[src/rtl/ddr_init_pkg.sv]
package ddr_init_pkg;

  typedef enum logic [2:0] {
    CMD_DESEL,
    CMD_NOP,
    CMD_PRE,
    CMD_EMRS,
    CMD_MRS,
    CMD_REF
  } cmdKind_e;

  typedef enum logic [2:0] {
    TM_SETTLE,
    TM_RP,
    TM_MRD,
    TM_RFC,
    TM_HOLD
  } tmrSel_e;

  typedef struct packed {
    cmdKind_e cmd;
    logic     tmrLoad;
    tmrSel_e  tmrSel;
    logic     refInc;
    logic     refClr;
  } seqStrobe_t;

endpackage

[src/rtl/ddr_init_dp.sv]
module ddr_init_dp
  import ddr_init_pkg::*;
#(
  parameter int ADDR_W     = 12,
  parameter int SETTLE_CYC = 25000,
  parameter int T_RP       = 3,
  parameter int T_MRD      = 2,
  parameter int T_RFC      = 9,
  parameter int HOLD_CYC   = 200,
  parameter int REF_N      = 2,
  parameter int TMR_W      = 15,
  parameter int REF_W      = 2
) (
  input  logic              clk,
  input  logic              rst,
  input  seqStrobe_t        strb,
  input  logic [2:0]        cfgBurstLen,
  input  logic              cfgBurstType,
  input  logic [2:0]        cfgCasLat,
  input  logic              cfgDllReset,
  input  logic              cfgRegistered,
  output logic              tmrZero,
  output logic [REF_W-1:0]  refCnt,
  output logic              cfgError,
  output logic              csN,
  output logic              rasN,
  output logic              casN,
  output logic              weN,
  output logic [ADDR_W-1:0] addr,
  output logic [1:0]        ba,
  output logic [3:0]        latHalf
);

  localparam int A_AP = 10;

  logic [TMR_W-1:0]  tmr;
  logic [TMR_W-1:0]  loadVal;
  logic [ADDR_W-1:0] modeWord;
  logic              blOk;
  logic              clOk;
  logic [3:0]        latBase;

  // wait timer: a command state loads it, the wait state runs it down to zero
  always_comb begin
    case (strb.tmrSel)
      TM_SETTLE: loadVal = TMR_W'(SETTLE_CYC - 1);
      TM_RP:     loadVal = TMR_W'(T_RP - 2);
      TM_MRD:    loadVal = TMR_W'(T_MRD - 2);
      TM_RFC:    loadVal = TMR_W'(T_RFC - 2);
      TM_HOLD:   loadVal = TMR_W'(HOLD_CYC - 2);
      default:   loadVal = '0;
    endcase
  end

  always_ff @(posedge clk) begin
    if (rst)                tmr <= '0;
    else if (strb.tmrLoad)  tmr <= loadVal;
    else if (tmr != '0)     tmr <= tmr - 1'b1;
  end

  assign tmrZero = (tmr == '0);

  always_ff @(posedge clk) begin
    if (rst || strb.refClr) refCnt <= '0;
    else if (strb.refInc)   refCnt <= refCnt + 1'b1;
  end

  // mode word and its legality
  always_comb begin
    modeWord      = '0;
    modeWord[2:0] = cfgBurstLen;
    modeWord[3]   = cfgBurstType;
    modeWord[6:4] = cfgCasLat;
    modeWord[8]   = cfgDllReset;
  end

  assign blOk     = (cfgBurstLen == 3'b001) || (cfgBurstLen == 3'b010) || (cfgBurstLen == 3'b011);
  assign clOk     = (cfgCasLat == 3'b010) || (cfgCasLat == 3'b110);
  assign cfgError = !(blOk && clOk);

  always_comb begin
    case (cfgCasLat)
      3'b010:  latBase = 4'd4;
      3'b110:  latBase = 4'd5;
      default: latBase = 4'd0;
    endcase
    latHalf = (clOk && cfgRegistered) ? latBase + 4'd2 : latBase;
  end

  // command pins
  always_comb begin
    {csN, rasN, casN, weN} = 4'b0111;
    addr = '0;
    ba   = 2'b00;
    case (strb.cmd)
      CMD_DESEL: {csN, rasN, casN, weN} = 4'b1111;
      CMD_PRE: begin
        {csN, rasN, casN, weN} = 4'b0010;
        addr[A_AP] = 1'b1;
      end
      CMD_EMRS: begin
        {csN, rasN, casN, weN} = 4'b0000;
        ba = 2'b01;
      end
      CMD_MRS: begin
        {csN, rasN, casN, weN} = 4'b0000;
        addr = modeWord;
      end
      CMD_REF: {csN, rasN, casN, weN} = 4'b0001;
      default: {csN, rasN, casN, weN} = 4'b0111;
    endcase
  end

  AST_REF_BOUND: assert property (@(posedge clk) disable iff (rst)
    strb.refInc |-> (refCnt < REF_W'(REF_N))) else $error("refresh count overrun");

  AST_LAT_VALID: assert property (@(posedge clk) disable iff (rst)
    !cfgError |-> (latHalf >= 4'd4 && latHalf <= 4'd7)) else $error("latency out of range");

endmodule

[src/rtl/ddr_init_ctrl.sv]
module ddr_init_ctrl
  import ddr_init_pkg::*;
#(
  parameter int REF_N = 2,
  parameter int REF_W = 2
) (
  input  logic             clk,
  input  logic             rst,
  input  logic             pwrStable,
  input  logic             tmrZero,
  input  logic [REF_W-1:0] refCnt,
  input  logic             cfgError,
  output seqStrobe_t       strb,
  output logic             ready
);

  typedef enum logic [3:0] {
    ST_PWR, ST_SETTLE, ST_PRE, ST_TRP, ST_EMRS, ST_TMRD1,
    ST_MRS, ST_TMRD2, ST_REF, ST_TRFC, ST_HOLD, ST_READY
  } seqState_e;

  seqState_e state, nextState;
  logic      lastRef;

  assign lastRef = (refCnt == REF_W'(REF_N - 1));

  always_ff @(posedge clk) begin
    if (rst) state <= ST_PWR;
    else     state <= nextState;
  end

  always_comb begin
    nextState   = state;
    strb.cmd    = CMD_NOP;
    strb.tmrLoad = 1'b0;
    strb.tmrSel = TM_SETTLE;
    strb.refInc = 1'b0;
    strb.refClr = 1'b0;
    case (state)
      ST_PWR: begin
        strb.cmd = CMD_DESEL;
        if (pwrStable) begin
          strb.tmrLoad = 1'b1;
          strb.tmrSel  = TM_SETTLE;
          nextState    = ST_SETTLE;
        end
      end
      ST_SETTLE: if (tmrZero) nextState = ST_PRE;
      ST_PRE: begin
        strb.cmd     = CMD_PRE;
        strb.tmrLoad = 1'b1;
        strb.tmrSel  = TM_RP;
        nextState    = ST_TRP;
      end
      ST_TRP: if (tmrZero) nextState = ST_EMRS;
      ST_EMRS: begin
        strb.cmd     = CMD_EMRS;
        strb.tmrLoad = 1'b1;
        strb.tmrSel  = TM_MRD;
        nextState    = ST_TMRD1;
      end
      ST_TMRD1: if (tmrZero) nextState = ST_MRS;
      ST_MRS: begin
        if (!cfgError) begin
          strb.cmd     = CMD_MRS;
          strb.tmrLoad = 1'b1;
          strb.tmrSel  = TM_MRD;
          strb.refClr  = 1'b1;
          nextState    = ST_TMRD2;
        end
      end
      ST_TMRD2: if (tmrZero) nextState = ST_REF;
      ST_REF: begin
        strb.cmd     = CMD_REF;
        strb.refInc  = 1'b1;
        strb.tmrLoad = 1'b1;
        if (lastRef) begin
          strb.tmrSel = TM_HOLD;
          nextState   = ST_HOLD;
        end else begin
          strb.tmrSel = TM_RFC;
          nextState   = ST_TRFC;
        end
      end
      ST_TRFC: if (tmrZero) nextState = ST_REF;
      ST_HOLD: if (tmrZero) nextState = ST_READY;
      ST_READY: nextState = ST_READY;
      default: nextState = ST_PWR;
    endcase
  end

  assign ready = (state == ST_READY);

  AST_CMD_AFTER_WAIT: assert property (@(posedge clk) disable iff (rst)
    (strb.cmd inside {CMD_PRE, CMD_EMRS, CMD_MRS, CMD_REF}) |-> $past(tmrZero))
    else $error("command issued before wait expired");

  AST_MRS_CFG_OK: assert property (@(posedge clk) disable iff (rst)
    (strb.cmd == CMD_MRS) |-> !cfgError) else $error("mode write with reserved code");

  AST_READY_AFTER_REFS: assert property (@(posedge clk) disable iff (rst)
    $rose(ready) |-> (refCnt == REF_W'(REF_N))) else $error("ready before all refreshes");

  AST_READY_STICKY: assert property (@(posedge clk) disable iff (rst)
    ready |=> ready) else $error("ready dropped");

endmodule

[src/rtl/ddr_init_seq.sv]
module ddr_init_seq
  import ddr_init_pkg::*;
#(
  parameter int CLK_MHZ       = 125,
  parameter int SETTLE_US     = 200,
  parameter int T_RP          = 3,
  parameter int T_MRD         = 2,
  parameter int T_RFC         = 9,
  parameter int HOLD_CYC      = 200,
  parameter int REFRESH_COUNT = 2,
  parameter int ADDR_W        = 12
) (
  input  logic              clk,
  input  logic              rst,
  input  logic              pwrStable,
  input  logic [2:0]        cfgBurstLen,
  input  logic              cfgBurstType,
  input  logic [2:0]        cfgCasLat,
  input  logic              cfgDllReset,
  input  logic              cfgRegistered,
  output logic              csN,
  output logic              rasN,
  output logic              casN,
  output logic              weN,
  output logic [ADDR_W-1:0] addr,
  output logic [1:0]        ba,
  output logic              ready,
  output logic              cfgError,
  output logic [3:0]        latHalf
);

  localparam int SETTLE_CYC = CLK_MHZ * SETTLE_US;
  localparam int REF_N      = (REFRESH_COUNT < 2) ? 2 : REFRESH_COUNT;
  localparam int MAX_A      = (SETTLE_CYC > HOLD_CYC) ? SETTLE_CYC : HOLD_CYC;
  localparam int MAX_B      = (T_RFC > T_RP) ? T_RFC : T_RP;
  localparam int MAX_C      = (MAX_B > T_MRD) ? MAX_B : T_MRD;
  localparam int TMR_MAX    = (MAX_A > MAX_C) ? MAX_A : MAX_C;
  localparam int TMR_W      = $clog2(TMR_MAX + 1);
  localparam int REF_W      = $clog2(REF_N + 1);

  seqStrobe_t       strb;
  logic             tmrZero;
  logic [REF_W-1:0] refCnt;

  ddr_init_ctrl #(
    .REF_N (REF_N),
    .REF_W (REF_W)
  ) u_ctrl (
    .clk       (clk),
    .rst       (rst),
    .pwrStable (pwrStable),
    .tmrZero   (tmrZero),
    .refCnt    (refCnt),
    .cfgError  (cfgError),
    .strb      (strb),
    .ready     (ready)
  );

  ddr_init_dp #(
    .ADDR_W     (ADDR_W),
    .SETTLE_CYC (SETTLE_CYC),
    .T_RP       (T_RP),
    .T_MRD      (T_MRD),
    .T_RFC      (T_RFC),
    .HOLD_CYC   (HOLD_CYC),
    .REF_N      (REF_N),
    .TMR_W      (TMR_W),
    .REF_W      (REF_W)
  ) u_dp (
    .clk           (clk),
    .rst           (rst),
    .strb          (strb),
    .cfgBurstLen   (cfgBurstLen),
    .cfgBurstType  (cfgBurstType),
    .cfgCasLat     (cfgCasLat),
    .cfgDllReset   (cfgDllReset),
    .cfgRegistered (cfgRegistered),
    .tmrZero       (tmrZero),
    .refCnt        (refCnt),
    .cfgError      (cfgError),
    .csN           (csN),
    .rasN          (rasN),
    .casN          (casN),
    .weN           (weN),
    .addr          (addr),
    .ba            (ba),
    .latHalf       (latHalf)
  );

  AST_READY_BUS_NOP: assert property (@(posedge clk) disable iff (rst)
    ready |-> ({csN, rasN, casN, weN} == 4'b0111)) else $error("bus busy while ready");

  AST_QUIET_UNTIL_PWR: assert property (@(posedge clk) disable iff (rst)
    (!ready && !pwrStable) |-> csN) else $error("command before power stable");

endmodule

[config.mk]
export PLATFORM = sky130hd
export DESIGN_NAME = ddr_init_seq
export DESIGN_NICKNAME = d
export VERILOG_FILES = /design/src/rtl/ddr_init_pkg.sv /design/src/rtl/ddr_init_dp.sv /design/src/rtl/ddr_init_ctrl.sv /design/src/rtl/ddr_init_seq.sv
export SDC_FILE = /design/constraint.sdc
export NUM_CORES = 1
export LEC_CHECK = 0
export BUFFER_PORTS_ARGS = -buffer_cell sky130_fd_sc_hd__clkbuf_2
export CAP_MARGIN = 10
export CORE_ASPECT_RATIO = 0.8
export CORE_MARGIN = 8
export CORE_UTILIZATION = 36
export CTS_BUF_LIST = sky130_fd_sc_hd__clkbuf_8
export CTS_CLUSTER_SIZE = 40
export DETAILED_ROUTE_END_ITERATION = 8
export GPL_ROUTABILITY_DRIVEN = 0
export HOLD_SLACK_MARGIN = 0.02
export PLACE_DENSITY = 0.59
export SYNTH_ARGS = -nofsm -noshare
export SYNTH_HDL_FRONTEND = slang
export SYNTH_SLANG_ARGS = --single-unit
[constraint.sdc]
create_clock -name clk -period 2.8 [get_ports clk]
set_input_delay 0.28 -clock clk [delete_from_list [all_inputs] [get_ports clk]]
set_output_delay 0.28 -clock clk [all_outputs]
set_load 0.05 [all_outputs]
==> results of run 1 <==
-- metrics by stage --
step / power, mW / cells / worst slack [ns]
detailed placement: 1.59 / 240 / 0.721
global route: 1.93 / 244 / 0.392
CTS: 1.79 / 244 / 0.624
floorplan: 1.38 / 180 / 0.0355
finish: 1.79 / 244 / 0.617
global placement: 1.61 / 240 / 0.774
-- worst min-delay path by stage --
stage                      start           end  slack (ns)
floorplan            u_dp.tmr[1]   u_dp.tmr[1]        0.47
global placement     u_dp.tmr[1]   u_dp.tmr[1]        0.50
CTS                    pwrStable   u_dp.tmr[8]        0.36
finish                 pwrStable   u_dp.tmr[8]        0.36
detailed placement  u_dp.tmr[12]  u_dp.tmr[12]        0.50
global route           pwrStable   u_dp.tmr[8]        0.39
-- cells in the mapped netlist, types with 2 or more instances --
library cell	instances
sky130_fd_sc_hd__dfxtp_1	21
sky130_fd_sc_hd__a21o_1	3
sky130_fd_sc_hd__and2_1	10
sky130_fd_sc_hd__or3_1	3
sky130_fd_sc_hd__nand3b_1	2
sky130_fd_sc_hd__nor3_1	7
sky130_fd_sc_hd__nor2b_1	5
sky130_fd_sc_hd__o32ai_1	2
sky130_fd_sc_hd__o21ai_0	5
sky130_fd_sc_hd__a21oi_1	11
sky130_fd_sc_hd__nor4_4	2
sky130_fd_sc_hd__nand2_1	16
sky130_fd_sc_hd__xnor2_1	7
sky130_fd_sc_hd__inv_1	5
sky130_fd_sc_hd__xor2_1	7
sky130_fd_sc_hd__buf_4	7
sky130_fd_sc_hd__nand3_1	4
sky130_fd_sc_hd__ha_1	2
sky130_fd_sc_hd__nor2_1	20
sky130_fd_sc_hd__nand4_1	3
sky130_fd_sc_hd__nand2b_1	3
sky130_fd_sc_hd__clkbuf_1	7
-- worst max-delay path, stage by stage, from the launching register on --
cell	delay [ns]
sky130_fd_sc_hd__dfxtp_1	0.45
sky130_fd_sc_hd__nor2_1	0.33
sky130_fd_sc_hd__nand2_1	0.08
sky130_fd_sc_hd__nor2_1	0.32
sky130_fd_sc_hd__and2_1	0.19
sky130_fd_sc_hd__clkbuf_2	0.27
-- sequential cells by signal, indices dropped and copies added (netlist names) --
signal        flops
u_ctrl.state      4
u_dp.refCnt       2
u_dp.tmr         15
-- cell families (layout without fill, tap and decap cells) --
family                   Yosys count  count (layout)  synth area share
flip-flops                        21              21             0.308
XOR/XNOR                          14              14            0.0898
multiplexers                       1               1           0.00825
AO/OA/AOI/OAI                     32              32             0.155
AND/OR/NAND/NOR                   84              84             0.346
buffers and inverters             19              39            0.0715
adder cells (fa/ha/maj)            2               2            0.0183
other                              1               7           0.00275
-- metal layers --
| metal | up-vias | share of wire | track usage |
|---|---|---|---|
| met5 | - | 0 | 0 |
| met4 | 0 | 0.011 | 0.0295 |
| met2 | 18 | 0.46 | 0.172 |
| met1 | 576 | 0.50 | 0.136 |
| li1 | 643 | - | - |
| met3 | 4 | 0.036 | 0.0220 |
-- cell type report --
type | count | area [um2] | share of cell area
repair buffers | 30 | 155 | 0.0991
clock inverters | 1 | 5.00 | 0.00320
multi-input cells | 140 | 870 | 0.556
clock buffers | 3 | 41.3 | 0.0264
flip-flops and latches | 21 | 420 | 0.269
inverters | 5 | 18.8 | 0.0120
well taps | 44 | 55.1 | 0.0352
-- where the power goes --
part	switching, mW	total [mW]	internal (mW)
registers	0.157	0.560	0.403
clock network	0.104	0.203	0.0993
logic	0.595	1.02	0.429
==> results.md, run 1 <==
- The flow ran to the end, and the final reports show no timing, DRC or antenna violations.
- The maximum fanout along the worst path is 14.
- The number of routed nets with antenna violations is 0.
- The final standard cell area without fillers is 1570 um2.
- The count of filler cells inserted in the layout is 390.
- The path class of the tightest hold or removal check is input port to flop.
- The endpoint of the worst setup timing path is addr[8].
- The share of the clock period used by the worst path is 0.779.
- Of the synthesized area, sequential elements account for 0.308.
- The final hold violation count is 0.
- Entering global routing, the biggest net connects 15 pins.
- Once the clock tree was built, the resizer swapped 0 gates to a different size.
- The largest total area in the synthesized netlist belongs to sky130_fd_sc_hd__dfxtp_1.
- The fraction of synthesis flops using an asynchronous set or reset pin is 0.
- The clock-pin slew on the worst setup and hold paths is 0.08 ns.
- For this run, the share of the core covered by cells in the final layout is 0.420.
- The count of cell types in the netlist is 44.
- The post-cts hold buffer count is 0.
- The initial antenna violation count is 0.
- Summed over all layers, the global routing overflow is 0.
- The starting density of the core is 0.366.
- The number of iterations in the first detailed-routing pass is 4.
- Leaving out fill and tap cells, the most frequent cells in the layout are sky130_fd_sc_hd__clkbuf_2, sky130_fd_sc_hd__dfxtp_1, sky130_fd_sc_hd__nor2_1, sky130_fd_sc_hd__nand2_1, sky130_fd_sc_hd__a21oi_1.
- The wire length after detailed routing is 3.13 mm.
- The share of Yosys cell area claimed by the top area cell type is 0.308.
- The final-report setup violation count is 0.
- The startpoint type of the worst setup path is a flop.
- The maximum vdd drop is 0.330 mV.
- Across the run, the number of max-cap violations was 0.
- The synthesis-to-layout area growth is 14.7%.
- The ratio of cells with drive above 1 in the final layout is 0.210.
- Summing every instance area after synthesis gives 1370 um2.
- The worst register-to-register path has a depth of 5.
- In this run, synthesis produced a sequential element count of 21.
- The type of the setup path with the least slack is flop to output pin.
- The detailed-route vias per instance is 5.09.
- The row count is 20.
- The number of nets in the layout is 215.
- Summed over all cells, the static leakage comes to 0.659 nW.
- The total inserted antenna cells is 0.
- Setup repair after global routing left no endpoint under its margin.
- The detailed router finished its first iteration with 59 violations.
- Summing all placed instances gives a cell area of 1520 um2.
- Static timing analysis puts the maximum clock frequency at 458 MHz.
- For this design the ratio of total power to cell area is 1140 nW/um2.
- The count of final max-slew check failures is 0.
- The largest buffer count on any clock path is 2.
- The first global-routing pass estimated 5.25 mm of wire.
- The count of buffers from port buffering is 28.
- The number of buffers inserted during clock tree synthesis is 3.
- The cell count after synthesis came out at 174.
- The die is 71.1 um tall.
- TritonCTS built the clock tree.
- The final critical delay including setup and external delays is 2.18 ns.
- The arrival time at the worst endpoint is 1.90 ns.
- The post-CTS repair timing setup buffer count is 0.
- The boundary pin count is 36.
- The end of the worst register-to-register path is u_dp.tmr[0].
- The total of warnings raised by yosys is 0.
- Hold is met by 0.363 ns.
- Across all layers, the routed design uses 1241 vias.
- In the global route stage, overall resource usage came out at 0.105.
- The die is 84.8 um wide.
- The post-route setup TNS is 0 ns.
- The worst setup path is captured at an output pin.
- The number of levels the H-tree was split into is 1.
- The core region is 3730 um2.
- The clock drives 21 sinks.
- The die covers 6030 um2.
- The clock root buffer is sky130_fd_sc_hd__clkbuf_8.
- The mean area per synthesized cell is 7.85 um2.
- STA puts the critical path data required time at 2.52 ns.
- The number of cells on the worst hold path is 3.
- The most used flip-flop cell after synthesis is sky130_fd_sc_hd__dfxtp_1.
- The most common library cell in the layout ignoring fill and taps is sky130_fd_sc_hd__clkbuf_2.
- The most critical setup path has its startpoint at u_ctrl.state[3].
- The later pin in the worst-skew pair is clocked with a latency of 0.27 ns.
- In this run the critical register-to-register path is launched from u_ctrl.state[3].
- Yosys attributes the largest share of cell area to sky130_fd_sc_hd__dfxtp_1, sky130_fd_sc_hd__nor2_1, sky130_fd_sc_hd__and2_1.
- The synthesized design contains 0 enable-type register cells.
- Dividing the detail-routed wire length by the instance count gives 12.8 um.
- For this run, design rule violations remaining after detail routing come to 0.
- The register-to-register setup slack is 0.76 ns.
- The via count of the first global-routing pass was 1092.
- The clock skew after layout is 0.00635 ns.
- The detailed placer's ending HPWL is 2.49 mm.
Power figures use the tool's default switching activity.
==> inputs of run 2 (changes only) <==
- clock period: 2.8 -> 2.1 ns (I/O delays scaled with it)
==> run 2 against run 1 <==
Sequential power rose by 30%; non-clock buffer count is 6 higher; core utilization rose by 2.3 points; flip-flop and latch count is the same; worst hold slack got worse by 0.065 ns; combinational power up 44%; critical path type unchanged; largest cell class unchanged; highest routed layer unchanged.
==> results.md, run 2 (synthesis results as in run 1) <==
- Of the total power, the share spent switching nets is 0.471.
- After clock tree synthesis, the clock-pin slew on the worst setup and hold paths is 0.08 ns.
- STA classifies the critical path startpoint as a flop.
- The core area is 3730 um2.
- The die covers 6030 um2.
- For this run, the share of the core covered by cells in the final layout is 0.443.
- The worst slack at placement is 0.267 ns.
- The library cell used most frequently in the layout, excluding fill and tap cells, is sky130_fd_sc_hd__clkbuf_2.
- The net switching component of the power is 1.16 mW.
- The final hold violation count came to 0.
- The portion of total power attributed to the clock network is 0.110.
- The largest net degree at the start of global routing is 14.
- The largest registers in the layout are u_dp.tmr (15), u_ctrl.state (4), u_dp.refCnt (2).
- Input and output buffers added on the ports amount to 28.
- The ratio of cells with drive above 1 in the final layout is 0.282.
- The number of levels the H-tree was split into is 1.
- The row count is 20.
- The initial utilization of the core area, before any placement, comes to 0.366.
- The register with the most flip-flops in the layout has 15 of them.
- Dividing the detail-routed wire length by the instance count gives 13.2 um.
- The power per cell area is 1490 nW/um2.
- The critical path is of the flop to output pin type.
- The total inserted antenna cells is 0.
- Dividing the final minimum period by the clock period gives 0.944.
- The number of iterations in the first detailed-routing pass is 4.
- The clock skew after layout is 0.00108 ns.
- Max-cap violations in this run came to 0.
- Of the total power, combinational logic draws 0.595.
- In this run the worst hold path is classified as input port to flop.
- Setup repair after global routing left no endpoint under its margin.
- STA puts the critical path data required time at 1.89 ns.
- The initial DRC count is 103.
- The detailed-route vias per instance is 4.97.
- The final critical delay including setup and external delays is 1.98 ns.
- The static leakage is 0.700 nW.
- The number of routed nets with antenna violations is 0.
- The DRC violation count after routing is 0.
- The register bank with the most flops is u_dp.tmr.
- Derived from the worst setup path, the maximum achievable clock frequency is 505 MHz.
- The via count of the first global-routing pass is 1161.
- The share of total power dissipated in sequential elements is 0.295.
- For this block, the routed nets add up to 3.31 mm of wire.
- The largest buffer count on any clock path is 2.
- At the worst endpoint, the arrival time is 1.77 ns.
- The first global-routing pass estimated 5.73 mm of wire.
- At the end of the flow, the number of nets in the layout was 221.
- The tree is rooted in a sky130_fd_sc_hd__clkbuf_8.
- The number of sinks handled by clock tree synthesis is 21.
- TritonCTS built the clock tree.
- Across the VDD grid, the largest voltage drop is 0.371 mV.
- The run finished with clean final reports.
- The residual overflow from global routing is 0.
- The detailed-route via count is 1242.
- For this run, the total global-route usage over all layers was measured as 0.116.
- Once layout is done, the placed cells without fillers occupy 1650 um2.
- The wire-length estimate of the detail-placed layout is 2.62 mm.
- Along the worst path, the maximum fanout reaches 9.
- Buffers inserted to repair hold after CTS numbered 0.
- The number of clock buffers added by TritonCTS is 3.
- In the layout the commonest cells are sky130_fd_sc_hd__clkbuf_2, sky130_fd_sc_hd__dfxtp_1, sky130_fd_sc_hd__nor2_1, sky130_fd_sc_hd__nand2_1, sky130_fd_sc_hd__a21oi_1.
- The internal power contribution is 1.30 mW.
- At the later pin of the worst-skew pair, clock insertion delay measures 0.26 ns.
- Gates resized during post-CTS repair numbered 1.
- The final-report setup violation count is 0.
- In the post-route analysis, the smallest setup slack over all paths is 0.119 ns.
- The endpoint type of the worst setup path is an output pin.
- The initial antenna violation count is 0.
- The post-CTS repair timing setup buffer count is 0.
- The placement-stage cell area is 1590 um2.
- The floorplan step set the die width to 84.8 um.
- The height of the die is 71.1 um.
- The synthesis-to-layout area growth is 20.9%.
- The boundary pin count is 36.
- The count of final max-slew check failures is 0.
run 2: cell types whose count changed in the layout (fill, tap and decap cells not counted), sizes merged:
cell    delta
buf        +7
clkbuf     -1
run 2: final cells by class:
type / count / area [um2]
fill: 383 / 2080
multi-input combinational: 140 / 898
sequential: 21 / 422
timing repair buffer: 36 / 210
tap: 44 / 55.1
clock buffer: 3 / 41.3
inverter: 5 / 18.8
clock inverter: 1 / 5.00
run 2: worst paths after layout:
check / depth (start not counted) / from / slack, ns / endpoint
max: 6 / u_ctrl.state[3] / 0.12 / addr[0]
min: 2 / rst / 0.30 / u_dp.tmr[14]
max reg2reg: 5 / u_dp.tmr[6] / 0.24 / u_dp.tmr[12]
min reg2reg: 2 / u_dp.refCnt[1] / 0.51 / u_dp.refCnt[1]
run 2: worst max-delay path: stages, from the launching register on:
cell and delay, ns:
sky130_fd_sc_hd__dfxtp_1 0.41, sky130_fd_sc_hd__buf_4 0.20, sky130_fd_sc_hd__nor2_2 0.21, sky130_fd_sc_hd__nand2_1 0.13, sky130_fd_sc_hd__nor2_4 0.16, sky130_fd_sc_hd__and2_1 0.14
sky130_fd_sc_hd__buf_2 0.25
run 2: power groups by stage:
stage	clock network (mW)	registers, mW	logic (mW)
2_1_floorplan	0	0.678	1.17
6_report	0.270	0.727	1.47
3_5_place_dp	0	0.731	1.46
3_3_place_gp	0	0.730	1.46
5_1_grt	0.297	0.753	1.63
4_1_cts	0.280	0.725	1.47
run 2: per-layer routing:
layer,track usage,share of wire
met3,0.0243,0.032
met4,0.0354,0.011
met5,0,0
met1,0.155,0.52
met2,0.180,0.44
run 2: stage by stage:
| stage | std cells | setup TNS [ns] | hold WS [ns] | power [mW] |
|---|---|---|---|---|
| after CTS | 250 | 0 | 0.290 | 2.48 |
| after detailed placement | 246 | 0 | 0.500 | 2.19 |
| after global placement | 246 | 0 | 0.495 | 2.20 |
| final | 250 | 0 | 0.299 | 2.46 |
| after global routing | 250 | 0 | 0.324 | 2.68 |
| after floorplan | 180 | -0.0247 | 0.404 | 1.85 |
